## config.mk

```make
export PLATFORM = sky130hd
export DESIGN_NAME = ccd_capture_seq
export DESIGN_NICKNAME = d
export VERILOG_FILES = /design/src/rtl/ccd_seq_pkg.sv /design/src/rtl/ccd_seq_timer.sv /design/src/rtl/ccd_seq_serial.sv /design/src/rtl/ccd_seq_pins.sv /design/src/rtl/ccd_capture_seq.sv
export SDC_FILE = /design/constraint.sdc
export NUM_CORES = 1
export LEC_CHECK = 0
export BUFFER_PORTS_ARGS = -buffer_cell sky130_fd_sc_hd__buf_2
export CELL_PAD_IN_SITES_DETAIL_PLACEMENT = 2
export CELL_PAD_IN_SITES_GLOBAL_PLACEMENT = 2
export CORE_UTILIZATION = 37
export DETAILED_ROUTE_END_ITERATION = 6
export PLACE_DENSITY_LB_ADDON = 0.15
export SYNTH_ARGS = -nofsm -noshare
export SYNTH_HDL_FRONTEND = slang
export SYNTH_SLANG_ARGS = --single-unit
```

## constraint.sdc

```tcl
create_clock -name clk -period 4.8 [get_ports clk]
set_input_delay 0.96 -clock clk [delete_from_list [all_inputs] [get_ports clk]]
set_output_delay 0.96 -clock clk [all_outputs]
set_load 0.05 [all_outputs]
```

## src/rtl/ccd_seq_pkg.sv

```systemverilog
package ccd_seq_pkg;

  typedef enum logic [2:0] {
    PH_IDLE  = 3'd0,
    PH_DRAIN = 3'd1,
    PH_INTEG = 3'd2,
    PH_XFER  = 3'd3,
    PH_CFG   = 3'd4,
    PH_READ  = 3'd5
  } phase_e;

  // successor in the fixed capture order
  function automatic phase_e next_phase(input phase_e p);
    case (p)
      PH_IDLE:  return PH_DRAIN;
      PH_DRAIN: return PH_INTEG;
      PH_INTEG: return PH_XFER;
      PH_XFER:  return PH_CFG;
      PH_CFG:   return PH_READ;
      default:  return PH_IDLE;
    endcase
  endfunction

  // bits needed to hold values 0 .. n-1
  function automatic int unsigned cnt_width(input int unsigned n);
    return (n <= 2) ? 1 : $clog2(n);
  endfunction

  function automatic int unsigned max3(input int unsigned a, input int unsigned b,
                                       input int unsigned c);
    int unsigned m;
    m = (a > b) ? a : b;
    return (m > c) ? m : c;
  endfunction

  // serial pulses per readout: the pixel pulses plus one marker pulse
  function automatic int unsigned sreg_total(input int unsigned pixels);
    return pixels + 1;
  endfunction

endpackage

```

## src/rtl/ccd_seq_timer.sv

```systemverilog
module ccd_seq_timer #(
  parameter int unsigned W = 8
) (
  input  logic         clk,
  input  logic         srst,
  input  logic         clr,
  input  logic         tick,
  input  logic [W-1:0] len,
  output logic         expire
);
  logic [W-1:0] cnt_q;

  // fires on the tick that completes len ticks
  assign expire = tick && !clr && (cnt_q == len - W'(1));

  always_ff @(posedge clk) begin
    if (srst || clr)  cnt_q <= '0;
    else if (expire)  cnt_q <= '0;
    else if (tick)    cnt_q <= cnt_q + W'(1);
  end
endmodule

```

## src/rtl/ccd_seq_serial.sv

```systemverilog
module ccd_seq_serial import ccd_seq_pkg::*; #(
  parameter int unsigned PIXELS    = 684,
  parameter int unsigned LOW_TICKS = 1,
  parameter int unsigned HIGH_TICKS = 1
) (
  input  logic clk,
  input  logic srst,
  input  logic run,
  input  logic tick,
  output logic sreg_low,
  output logic last_done
);
  localparam int unsigned PER   = LOW_TICKS + HIGH_TICKS;
  localparam int unsigned TOTAL = sreg_total(PIXELS);
  localparam int unsigned SW    = cnt_width(PER);
  localparam int unsigned PW    = cnt_width(TOTAL);

  logic [SW-1:0] sub_q;
  logic [PW-1:0] idx_q;
  logic          period_end;

  assign period_end = run && tick && (sub_q == SW'(PER - 1));
  assign sreg_low   = run && (sub_q < SW'(LOW_TICKS));
  assign last_done  = period_end && (idx_q == PW'(TOTAL - 1));

  always_ff @(posedge clk) begin
    if (srst || !run) begin
      sub_q <= '0;
      idx_q <= '0;
    end else if (period_end) begin
      sub_q <= '0;
      idx_q <= last_done ? '0 : idx_q + PW'(1);
    end else if (tick) begin
      sub_q <= sub_q + SW'(1);
    end
  end
endmodule

```

## src/rtl/ccd_seq_pins.sv

```systemverilog
module ccd_seq_pins import ccd_seq_pkg::*; (
  input  logic   clk,
  input  logic   srst,
  input  logic   tick,
  input  phase_e phase_q,
  input  logic   sreg_low,
  input  logic   read_end,
  output logic   drain_n,
  output logic   gate_n,
  output logic   sreg_n,
  output logic   rclk,
  output logic   adc_oe_n,
  output logic   mem_ce_n,
  output logic   done
);
  logic in_read;
  logic sreg_on;
  logic rclk_q;
  logic done_q;

  assign in_read  = (phase_q == PH_READ);
  assign sreg_on  = (phase_q == PH_XFER) || sreg_low;

  assign drain_n  = !(phase_q == PH_DRAIN);
  assign gate_n   = !(phase_q == PH_XFER);
  assign sreg_n   = !sreg_on;
  assign adc_oe_n = !in_read;
  assign mem_ce_n = !in_read;

  // reset gate trails the serial clock by one tick
  always_ff @(posedge clk) begin
    if (srst)      rclk_q <= 1'b0;
    else if (tick) rclk_q <= in_read && sreg_low;
  end

  always_ff @(posedge clk) begin
    if (srst) done_q <= 1'b0;
    else      done_q <= read_end;
  end

  assign rclk = rclk_q;
  assign done = done_q;
endmodule

```

## src/rtl/ccd_capture_seq.sv

```systemverilog
module ccd_capture_seq import ccd_seq_pkg::*; #(
  parameter int unsigned DRAIN_TICKS     = 16,
  parameter int unsigned INTEG_TICKS     = 250,
  parameter int unsigned XFER_TICKS      = 1600,
  parameter int unsigned SREG_PULSES     = 684,
  parameter int unsigned SREG_LOW_TICKS  = 1,
  parameter int unsigned SREG_HIGH_TICKS = 1
) (
  input  logic       clk,
  input  logic       srst,
  input  logic       tick,
  input  logic       start,
  input  logic       cfg_ack,
  output logic       drain_n,
  output logic       gate_n,
  output logic       sreg_n,
  output logic       rclk,
  output logic       adc_oe_n,
  output logic       mem_ce_n,
  output logic       cfg_load,
  output logic [2:0] phase,
  output logic       done
);
  localparam int unsigned LEN_MAX = max3(DRAIN_TICKS, INTEG_TICKS, XFER_TICKS);
  localparam int unsigned TW      = cnt_width(LEN_MAX + 1);

  phase_e        phase_q, phase_d;
  logic [TW-1:0] len_sel;
  logic          timed, tmr_exp, cfg_sent_q, sreg_low;
  // named internal events
  logic          start_accept, timed_end, cfg_accept, read_end, advance;

  assign timed = (phase_q == PH_DRAIN) || (phase_q == PH_INTEG) || (phase_q == PH_XFER);

  always_comb begin
    case (phase_q)
      PH_DRAIN: len_sel = TW'(DRAIN_TICKS);
      PH_INTEG: len_sel = TW'(INTEG_TICKS);
      PH_XFER:  len_sel = TW'(XFER_TICKS);
      default:  len_sel = TW'(1);
    endcase
  end

  ccd_seq_timer #(.W(TW)) u_timer (
    .clk    (clk),
    .srst   (srst),
    .clr    (!timed),
    .tick   (tick),
    .len    (len_sel),
    .expire (tmr_exp)
  );

  ccd_seq_serial #(
    .PIXELS     (SREG_PULSES),
    .LOW_TICKS  (SREG_LOW_TICKS),
    .HIGH_TICKS (SREG_HIGH_TICKS)
  ) u_serial (
    .clk       (clk),
    .srst      (srst),
    .run       (phase_q == PH_READ),
    .tick      (tick),
    .sreg_low  (sreg_low),
    .last_done (read_end)
  );

  assign start_accept = (phase_q == PH_IDLE) && start;
  assign timed_end    = timed && tmr_exp;
  assign cfg_load     = (phase_q == PH_CFG) && !cfg_sent_q;
  assign cfg_accept   = (phase_q == PH_CFG) && cfg_sent_q && cfg_ack;
  assign advance      = start_accept || timed_end || cfg_accept || read_end;
  assign phase_d      = advance ? next_phase(phase_q) : phase_q;

  always_ff @(posedge clk) begin
    if (srst) begin
      phase_q    <= PH_IDLE;
      cfg_sent_q <= 1'b0;
    end else begin
      phase_q    <= phase_d;
      cfg_sent_q <= (phase_q == PH_CFG);
    end
  end

  ccd_seq_pins u_pins (
    .clk      (clk),
    .srst     (srst),
    .tick     (tick),
    .phase_q  (phase_q),
    .sreg_low (sreg_low),
    .read_end (read_end),
    .drain_n  (drain_n),
    .gate_n   (gate_n),
    .sreg_n   (sreg_n),
    .rclk     (rclk),
    .adc_oe_n (adc_oe_n),
    .mem_ce_n (mem_ce_n),
    .done     (done)
  );

  assign phase = phase_q;
endmodule

```

-- Word-level counts from Yosys, hierarchy flattened
Index checks and enable logic that the tools add are counted.
W data, S select, Z words.
- add/subtract/negate cells: 4
- multiplexer cells: 3
- reductions and logical operators: 29
- equality and inequality tests: 7
- $lt $le $gt $ge: 1
- operator list (cell ; number):
    $pmux W11 S3 ; 1
    $pmux W3 S5 ; 1
    $logic_and A1 B1 Y1 ; 12
    $add A11 B1 Y11 const B ; 1
    $eq A11 B11 Y1 ; 1
    $sub A11 B1 Y11 const B ; 1
    $add A10 B1 Y10 const B ; 1
    $eq A10 B10 Y1 const B ; 1
    $mux W10 ; 1
    $logic_or A1 B1 Y1 ; 8
    $eq A3 B2 Y1 const B ; 2
    $eq A3 B3 Y1 const B ; 2
    $logic_not A1 Y1 ; 6
    $reduce_or A2 Y1 ; 2
    $eq A3 B1 Y1 const B ; 1
    $logic_not A3 Y1 ; 1
    $add A1 B1 Y1 const B ; 1
    $lt A1 B1 Y1 const B ; 1
- logic and storage cells: 51
- bits in registers: 28

-- Longest topological paths before layout
Gate-level depths: netlist of the first run.
- depth in word-level cells: 9
- depth in mapped cells: 8
- depth with buffers taken out: 7

-- Hierarchy
Synthesis of the first run repeated with hierarchy kept, for this count alone.
- cell total of the unflattened synthesis: 238
- area, all modules: 2000.7 µm²
- by module, submodules not included (module ; seq. area each (µm²) ; instances ; area each (µm²) ; cells each):
    ccd_seq_timer ; 220.2 ; 1 ; 932.1 ; 118
    ccd_seq_serial ; 220.2 ; 1 ; 665.6 ; 73
    ccd_capture_seq ; 80.1 ; 1 ; 286.5 ; 36
    ccd_seq_pins ; 40.0 ; 1 ; 116.4 ; 11

-- Worst setup path after synthesis of the first run
No wires, ideal clock.
- kind: flip-flop to output port
- start point: reg phase_q[2] (netlist: phase[2])
- end point: out cfg_load
- data required time: 3840 ps
- arrival time: 2096 ps
- path buffers: 1
- path slack: 1744 ps
- stages on the path, launching flop included: 4
- cell sequence: dfxtp_1 -> clkbuf_1 -> nand2_1 -> nor3_1
- longest elaborated chain between the ends: 2
- ends and longest elaborated chain (element ; line ; source):
    from (decl) ; ccd_capture_seq.sv:27 ; phase_e phase_q, phase_d;
    from (signal assigned) ; ccd_capture_seq.sv:78 ; phase_q <= phase_d;
    $eq A3 B3 Y1 ; ccd_capture_seq.sv:68 ; assign cfg_load = (phase_q == PH_CFG) && !cfg_sent_q;
    $logic_and A1 B1 Y1 ; ccd_capture_seq.sv:68 ;
    to (decl) ; ccd_capture_seq.sv:20 ; output logic cfg_load,
No other way between the ends.

-- Worst setup path in the final report of the first run
- start point: reg phase_q[1] (netlist: phase[1])
- end point: reg u_timer.cnt_q[9]
- longest elaborated chain between the ends: 6
- ends and longest elaborated chain (element ; line ; source):
    $eq A3 B2 Y1 / $eq A3 B1 Y1 (equally long branches) ; ccd_capture_seq.sv:33, ccd_capture_seq.sv:36 ;
    $pmux W11 S3 / $logic_or A1 B1 Y1 (equally long branches) ; ccd_capture_seq.sv:36, ccd_capture_seq.sv:33 ;
    $sub A11 B1 Y11 / $logic_or A1 B1 Y1 (equally long branches) ; ccd_seq_timer.sv:14, ccd_capture_seq.sv:33 ;
    $eq A11 B11 Y1, or another cell as far along ; ccd_seq_timer.sv:14 ; assign expire = tick && !clr && (cnt_q == len - W'(1));
    $logic_and A1 B1 Y1 / $logic_or A1 B1 Y1 (equally long branches) ; ccd_seq_timer.sv:14, ccd_seq_timer.sv:17 ;
    $reduce_or A2 Y1 (no line) (*) ; n/a ;
    to (signal assigned) ; ccd_seq_timer.sv:19 ; else if (tick) cnt_q <= cnt_q + W'(1);
    to (decl) ; ccd_seq_timer.sv:11 ; logic [W-1:0] cnt_q;
Every way passes the cells marked *; elsewhere a longest branch is shown, timed or not.
A chain may end at the register's enable or synchronous reset.

==> results of run 1 <==
==> state kept, by name (all words and copies together), names as in the netlist <==
name,count
u_serial.sub_q,1
u_pins.done,1
u_serial.idx_q,10
u_pins.rclk,1
u_timer.cnt_q,11
phase,3
cfg_sent_q,1
==> worst register-to-register path: cells and delay by family (launching register included) <==
kind	cells	cell delay, ps
and+or+nand+nor	4	1530
AOI/OAI and AO/OA	1	520
DFF	1	500
==> cell families after synthesis <==
logic type,Yosys count,synth area share
adders and majority gates,3,0.0268
buffers and inverters,11,0.0385
xor gates and xnor gates,19,0.119
AOI/OAI and AO/OA,12,0.0707
muxes,4,0.0295
DFF,28,0.401
and+or+nand+nor,83,0.315
==> synth_stat cells (all sizes together) (4+ instances only) <==
| master | count |
|---|---|
| xnor2 | 9 |
| nand3 | 5 |
| nand2 | 10 |
| nor2 | 31 |
| nor3 | 6 |
| xor2 | 10 |
| dfxtp | 28 |
| and3 | 4 |
| inv | 5 |
| nand4 | 5 |
==> report_power, final <==
part           internal [W]  total [W]  switching, W
sequential         0.000234   0.000239    0.00000496
clock              0.000112   0.000191     0.0000792
combinational    0.00000846  0.0000288     0.0000203
total              0.000354   0.000459      0.000104
==> routing by layer <==
layer | part of all wire | vias to the layer above | routed length, µm | GRT usage
li1 | - | 576 | - | -
met1 | 0.48 | 586 | 1750 | 0.250
met2 | 0.50 | 12 | 1830 | 0.343
met3 | 0.018 | 4 | 67 | 0.0254
met4 | 0.0087 | 0 | 32 | 0.0653
met5 | 0 | - | 0 | 0
==> stage by stage <==
stage	power (W)	utilization
3_3_place_gp	0.000272	0.431
4_1_cts	0.000463	0.452
6_report	0.000459	0.452
5_1_grt	0.000474	0.452
3_5_place_dp	0.000273	0.431
2_1_floorplan	0.000267	-
==> how the worst max path moves through the flow <==
stage / startpoint / to / slack, ps
2_1_floorplan: phase[2] / cfg_load / 1740
3_3_place_gp: tick / u_timer.cnt_q[2] / 2220
3_5_place_dp: tick / u_timer.cnt_q[3] / 2090
4_1_cts: phase[1] / u_timer.cnt_q[9] / 2090
5_1_grt: phase[1] / u_timer.cnt_q[3] / 1980
6_report: phase[1] / u_timer.cnt_q[9] / 2130
==> cell type report <==
type | count | area, µm² | share of cell area
inverters | 5 | 18.8 | 0.0120
repair buffers | 15 | 75.1 | 0.0479
flip-flops and latches | 28 | 561 | 0.358
multi-input cells | 121 | 785 | 0.500
clock buffers | 3 | 41.3 | 0.0263
clock inverters | 1 | 30.0 | 0.0192
well taps | 46 | 57.6 | 0.0367
==> impl_metrics.py, run 1 <==
metrics = {
    "logic_synthesis": {
        "synthFlopType": "dfxtp_1",
        "synth_top_area_cell": "dfxtp_1",
        "synthCells": 160,
        "synth_nets": 168,
        "syn_avg_cell_area_um2": 8.74,
        "ys_warn_count": 0,
        "synth_seq_area_share": 0.401,
        "syn-cell-area_um2": 1400,
        "synth_cell_types": 39,
        "yosys-top-cells-area": "dfxtp_1, nor2_1, xor2_1, xnor2_1, ha_1",
        "synth_edf_count": 0,
        "ys_async_sr_fraction": 0,
        "synth_top_area_frac": 0.401,
        "ys_ff_latch": 28,
    },
    "setup_path": {
        "r2r_cells": 5,
        "cpPeakStageDelay_ps": 560,
        "r2r_end": "u_timer.cnt_q[9]",
        "cp.depth": 5,
        "r2r_setup_slack_ps": 2130,
        "worst_setup_path_start_kind": "flip-flop",
        "critPathSlowestCell": "or4b_4",
        "cp.arrival_ps": 2830,
        "timing.rr.start": "phase[1]",
        "crit_buf_inv": 0,
        "cp_cell_sequence": "or3b_1 -> or4b_4 -> a2111oi_4 -> or4_1 -> nor2_1",
        "cp_top_family": "simple AND/OR/NAND/NOR gates",
        "crit_required_ps": 4960,
        "critPathCaptureType": "flip-flop",
        "critical_path_class": "reg -> reg",
        "path_max_fanout": 11,
    },
    "finish": {
        "layout_common_cells": "nor2_1, dfxtp_1, buf_2",
        "drive_gt1_frac": 0.127,
        "nets": 182,
        "final_cells": 219,
        "layout.cells.most_common": "nor2_1",
        "fin_area_um2": 1570,
        "area_growth_pct": 12.1,
        "diodes": 0,
        "nFillCells": 413,
    },
    "floorplan": {
        "start_util": 0.403,
        "core_um2": 3470,
        "die_x_um": 63.5,
        "die_h_um": 63.5,
        "die_area_um2": 4030,
        "num_rows": 21,
        "num_io_pins": 16,
    },
    "route": {
        "drtPass1Iterations": 3,
        "vias": 1178,
        "post-route-drc-count": 0,
        "wl_per_cell_um": 16.8,
        "via_per_inst": 5.38,
        "wl_mm": 3.67,
        "final_antenna_net_count": 0,
        "drtIter0Drc": 58,
    },
    "outcome": {
        "status": "complete, no violations",
    },
    "timing": {
        "setup_viol": 0,
        "final.setup.tns_ps": 0,
        "rsz0062_at_grt": "no",
        "skew_ps": 2.13,
        "drv_slew": 0,
        "hold_slack_ps": 526,
        "slew_headroom": 0.511,
        "period_share": 0.556,
        "max_freq_mhz": 375,
        "hold_viol_final": 0,
        "finalCriticalPeriod_ps": 2670,
        "fin_ws_ps": 2130,
        "tightest_slew_ps": 724,
    },
    "min_path": {
        "hp-class": "reg -> reg",
        "hold-path-endpoint": "u_serial.idx_q[3]",
        "worstHoldStart": "u_serial.idx_q[3]",
        "whs_path_depth": 2,
    },
    "clocking": {
        "cts_root_buffer": "clkbuf_8",
        "numCtsBuffers": 3,
        "cts.sinks": 28,
        "cts_hold_buf": 0,
        "cts_resized": 0,
        "clockBufferDepth": 2,
        "cts_max_level": 1,
        "clk_pin_slew_worst_paths_ps": 100,
        "cts_tree": "done",
        "clkLatencyLatePin_ps": 280,
        "cts_setup_buffers": 0,
    },
    "global_routing": {
        "grt_pass1_vias": 1319,
        "grt_max_degree": 17,
        "antenna_found_initial": 0,
        "grt_pass1_wl_mm": 6.29,
        "grt_remaining_overflow": 0,
        "grt_util_all_layers": 0.198,
    },
    "placement": {
        "place_ws_ps": 2090,
        "postPlaceCellArea_um2": 1500,
        "dp_hpwl_mm": 2.59,
        "dp.cells": 215,
        "gp_congestion": 0.745,
        "port_buffers": 15,
    },
    "pwr": {
        "peakVddDrop_uv": 160,
        "power_density_nw_per_um2": 293,
        "leakagePower_nw": 0.539,
    },
    "job": {
        "cap_violations": 0,
    },
}
Note: power is estimated with default switching activity, not from simulation.
==> inputs of run 2 (changes only) <==
Settings changed: CORE_UTILIZATION 37 to 31.
Clock period 4.8 ns to 2.45 ns, I/O delays scaled along.
==> run 2 against run 1 <==
Effect of this change: non-clock buffer count rose by 6; register-to-register slack got worse by 2000 ps; sequential share of layout area fell by 0.90 points; cell area rose by 3.3%; sequential cell count did not move; sequential power rose by 93%; clock power rose by 53%; largest cell class unchanged; highest routed layer unchanged.
==> impl_metrics.py, run 2 (synthesis gave the netlist of run 1 again) <==
metrics = {
    "job": {
        "cap_violations": 0,
    },
    "clocking": {
        "clockBufferDepth": 2,
        "cts_max_level": 1,
        "cts_tree": "done",
        "cts_root_buffer": "clkbuf_8",
        "clkLatencyLatePin_ps": 280,
        "cts.sinks": 28,
        "cts_hold_buf": 0,
        "cts_setup_buffers": 0,
        "numCtsBuffers": 3,
        "clk_pin_slew_worst_paths_ps": 100,
    },
    "route": {
        "drtPass1Iterations": 3,
        "final_antenna_net_count": 0,
        "via_per_inst": 5.16,
        "post-route-drc-count": 0,
        "wl_mm": 3.68,
        "wl_per_cell_um": 15.9,
        "vias": 1191,
        "drtIter0Drc": 23,
    },
    "finish": {
        "layout.cells.most_common": "nor2_1",
        "regMostFlops": "u_timer.cnt_q",
        "layout_common_cells": "nor2_1, dfxtp_1, buf_2",
        "diodes": 0,
        "drive_gt1_frac": 0.196,
        "area_growth_pct": 15.7,
        "final_cells": 231,
        "nets": 188,
        "largest_reg_flops": 11,
    },
    "setup_path": {
        "critPathCaptureType": "flip-flop",
        "critPathLaunch": "phase[1]",
        "critPathSlowestCell": "or4b_4",
        "timing.rr.start": "phase[1]",
        "cp.arrival_ps": 2510,
        "path_max_fanout": 9,
        "cp_top_family": "simple AND/OR/NAND/NOR gates",
        "crit_required_ps": 2660,
        "critical_path_class": "reg -> reg",
        "crit_buf_inv": 0,
        "cpPeakStageDelay_ps": 540,
        "worst_setup_path_start_kind": "flip-flop",
        "cp_cell_sequence": "or3b_1 -> or4b_4 -> a2111oi_4 -> mux2_1 -> a21oi_1",
    },
    "global_routing": {
        "antenna_found_initial": 0,
        "grt_remaining_overflow": 0,
        "grt_pass1_vias": 1341,
        "grt_pass1_wl_mm": 6.40,
        "grt_max_degree": 16,
        "grt_util_all_layers": 0.168,
    },
    "floorplan": {
        "die_h_um": 69.2,
        "num_rows": 24,
        "die_x_um": 69.2,
        "die_area_um2": 4790,
        "start_util": 0.321,
        "num_io_pins": 16,
        "core_um2": 4350,
    },
    "min_path": {
        "worstHoldStart": "srst",
        "hp-class": "in -> reg",
    },
    "timing": {
        "setup_viol": 0,
        "hold_viol_final": 0,
        "period_share": 0.940,
        "max_freq_mhz": 434,
        "skew_ps": 6.26,
        "hold_slack_ps": 491,
        "tightest_slew_ps": 623,
        "drv_slew": 0,
        "rsz0062_at_grt": "no",
        "finalCriticalPeriod_ps": 2300,
        "slew_headroom": 0.581,
        "fin_ws_ps": 147,
    },
    "placement": {
        "place_ws_ps": 100,
        "dp_hpwl_mm": 2.83,
        "gp_congestion": 0.784,
        "port_buffers": 15,
        "dp.cells": 227,
    },
    "pwr": {
        "peakVddDrop_uv": 216,
        "leakagePower_nw": 0.573,
        "power_density_nw_per_um2": 509,
    },
    "outcome": {
        "status": "complete, no violations",
    },
}
run 2: changes by cell type in the layout (fill, tap and decap cells not counted):
| cell | previous run | this run |
|---|---|---|
| nor2_1 | 31 | 30 |
| nor2_2 | 0 | 1 |
| bufinv_16 | 1 | 0 |
| dfxtp_1 | 28 | 25 |
| inv_2 | 0 | 1 |
| or4_4 | 0 | 1 |
| dfxtp_2 | 0 | 3 |
| nor3_1 | 6 | 5 |
| clkbuf_8 | 3 | 4 |
| or4_1 | 1 | 0 |
| inv_1 | 5 | 4 |
| buf_4 | 0 | 6 |
| nor3_2 | 0 | 1 |
run 2: what timing repair did:
action,4_1_cts,5_1_grt
setup endpoints to repair,0,1
resized for setup,0,1
endpoints found under the hold margin,0,0
run 2: routing by layer:
| layer | up-vias | wire [µm] | GRT usage | part of all wire |
|---|---|---|---|---|
| li1 | 590 | - | - | - |
| met1 | 583 | 1610 | 0.186 | 0.44 |
| met2 | 13 | 1970 | 0.326 | 0.53 |
| met3 | 5 | 72 | 0.0320 | 0.020 |
| met4 | 0 | 33 | 0.0340 | 0.0090 |
| met5 | - | 0 | 0 | 0 |
run 2: path summary, 6_finish.rpt:
check,end,slack [ps],cells after the start
worst max-delay path,phase[1],150,5
worst min-delay path,phase[2],490,2
worst max register to register,phase[1],150,5
worst min register to register,u_serial.idx_q[9],520,2
run 2: through the flow:
step / cell area, µm² / total power (W) / TNS, ps / utilization
CTS: 1620 / 0.000836 / 0 / 0.371
global placement: 1560 / 0.000541 / 0 / 0.358
detailed placement: 1560 / 0.000542 / 0 / 0.358
floorplan: 1410 / 0.000525 / -107 / -
finish: 1620 / 0.000825 / 0 / 0.372
global route: 1620 / 0.000859 / 0 / 0.372
run 2: layout make-up:
type,instances,area [µm²]
clock buffers,4,55.1
fillers,515,2740
inverters,5,18.8
multi-input cells,121,796
flip-flops and latches,28,564
well taps,52,65.1
repair buffers,21,120
run 2: power by group:
part	leakage [nW]	switching (W)	internal, W
combinational	0.317	0.0000479	0.0000223
sequential	0.227	0.00000318	0.000459
clock	0.0288	0.000148	0.000144
total	0.573	0.000199	0.000626
==> inputs of run 3 (changes only) <==
Settings changed: REMOVE_ABC_BUFFERS set to 1.
==> run 3 against run 2 <==
Effect of this change: clock skew down 3.7 ps; clock power up 2%; maximum frequency down 0.63%; sequential power about the same; hold slack about the same; highest routed layer unchanged; non-clock buffer count up 2; sequential cell count unchanged; final cell count up 0.87%; critical path type unchanged; clock-buffer cell count unchanged; critical path depth unchanged; core utilization up 0.12 points; sequential share of layout area down 0.26 points.
==> impl_metrics.py, run 3 (synthesis gave the netlist of run 1 again) <==
metrics = {
    "setup_path": {
        "critical_path_class": "reg -> reg",
        "cp_cell_sequence": "or3b_1 -> or4b_4 -> a2111oi_4 -> mux2_1 -> a21oi_1",
        "crit_required_ps": 2670,
        "path_max_fanout": 9,
        "cpPeakStageDelay_ps": 550,
        "worst_setup_path_start_kind": "flip-flop",
        "critPathCaptureType": "flip-flop",
        "critPathSlowestCell": "or4b_4",
        "cp.arrival_ps": 2540,
    },
    "finish": {
        "regMostFlops": "u_timer.cnt_q",
        "nFillCells": 509,
        "utilization": 0.373,
        "area_growth_pct": 16.1,
        "fin_area_um2": 1620,
        "final_cells": 233,
        "nets": 190,
        "largest_reg_flops": 11,
        "layout_common_cells": "nor2_1, dfxtp_1, buf_2",
        "diodes": 0,
        "layout.cells.most_common": "nor2_1",
        "drive_gt1_frac": 0.177,
    },
    "placement": {
        "dp_hpwl_mm": 2.80,
        "port_buffers": 15,
        "dp.cells": 229,
        "postPlaceCellArea_um2": 1560,
        "gp_congestion": 0.707,
    },
    "global_routing": {
        "grt_pass1_vias": 1289,
        "grt_remaining_overflow": 0,
        "grt_util_all_layers": 0.159,
        "grt_max_degree": 16,
        "antenna_found_initial": 0,
        "grt_pass1_wl_mm": 6.09,
    },
    "route": {
        "via_per_inst": 5.09,
        "vias": 1186,
        "final_antenna_net_count": 0,
        "post-route-drc-count": 0,
        "wl_mm": 3.53,
        "drtPass1Iterations": 3,
        "drtIter0Drc": 11,
        "wl_per_cell_um": 15.1,
    },
    "timing": {
        "finalCriticalPeriod_ps": 2320,
        "max_freq_mhz": 431,
        "rsz0062_at_grt": "no",
        "period_share": 0.946,
        "tightest_slew_ps": 435,
        "hold_slack_ps": 491,
        "slew_headroom": 0.707,
        "skew_ps": 2.59,
        "hold_viol_final": 0,
        "setup_viol": 0,
        "drv_slew": 0,
        "final.setup.tns_ps": 0,
    },
    "pwr": {
        "leakagePower_nw": 0.578,
        "peakVddDrop_uv": 194,
        "power_density_nw_per_um2": 513,
    },
    "floorplan": {
        "start_util": 0.321,
        "die_area_um2": 4790,
        "num_io_pins": 16,
        "core_um2": 4350,
        "num_rows": 24,
        "die_x_um": 69.2,
        "die_h_um": 69.2,
    },
    "clocking": {
        "cts.sinks": 28,
        "cts_tree": "done",
        "cts_root_buffer": "clkbuf_8",
        "numCtsBuffers": 3,
        "clk_pin_slew_worst_paths_ps": 100,
        "clkLatencyLatePin_ps": 280,
        "cts_setup_buffers": 0,
        "cts_max_level": 1,
        "clockBufferDepth": 2,
    },
    "outcome": {
        "status": "complete, no violations",
    },
    "min_path": {
        "hp-class": "in -> reg",
    },
    "job": {
        "cap_violations": 0,
    },
}
[run 3: cell count changes in the layout (fill, tap and decap cells not counted), sizes merged]
cell / change
buf: +2
[run 3: stage by stage]
step	setup WS, ps	power, W
after global routing	1.69	0.000868
after floorplan	-484	0.000514
after CTS	36.2	0.000845
after detailed placement	-23.2	0.000543
after global placement	103	0.000541
final	132	0.000832
[run 3: metal layers]
layer | routed length (µm) | global-route usage
met1 | 1600 | 0.186
met2 | 1780 | 0.279
met3 | 50 | 0.0262
met4 | 94 | 0.0794
met5 | 0 | 0
[run 3: what timing repair did]
item | 4_1_cts | 5_1_grt
hold endpoints to repair | 0 | 0
pin swaps | 0 | 0
setup endpoints to repair | 11 | 2
hold buffers | 0 | 0
gates resized for setup | 1 | 1
[run 3: path summary, 6_finish.rpt]
kind | from | to | slack (ps) | depth (start not counted)
hold reg to reg | u_pins.rclk | u_pins.rclk | 520 | 2
setup reg to reg | phase[1] | phase[1] | 130 | 5
hold / removal | srst | phase[1] | 490 | 2
setup / recovery | phase[1] | phase[1] | 130 | 5
[run 3: critical path: cells and delay by family (launching register included)]
kind / cells / cell delay (ps)
flip-flops: 1 / 420
AND/OR/NAND/NOR: 2 / 970
AO/OA/AOI/OAI: 2 / 500
multiplexers: 1 / 360
[run 3: layout make-up]
type / count / area [µm²] / area share
clock buffer: 4 / 55.1 / 0.0339
timing repair buffer: 23 / 135 / 0.0832
multi-input combinational: 121 / 788 / 0.485
inverter: 5 / 18.8 / 0.0116
tap: 52 / 65.1 / 0.0401
sequential: 28 / 562 / 0.346
[run 3: power by group]
part           leakage [nW]  switching (W)  total [W]  internal [W]
clock network        0.0288       0.000154   0.000299      0.000144
logic                 0.323      0.0000465  0.0000686     0.0000220
registers             0.226     0.00000611   0.000465      0.000459
total                 0.578       0.000207   0.000832      0.000625
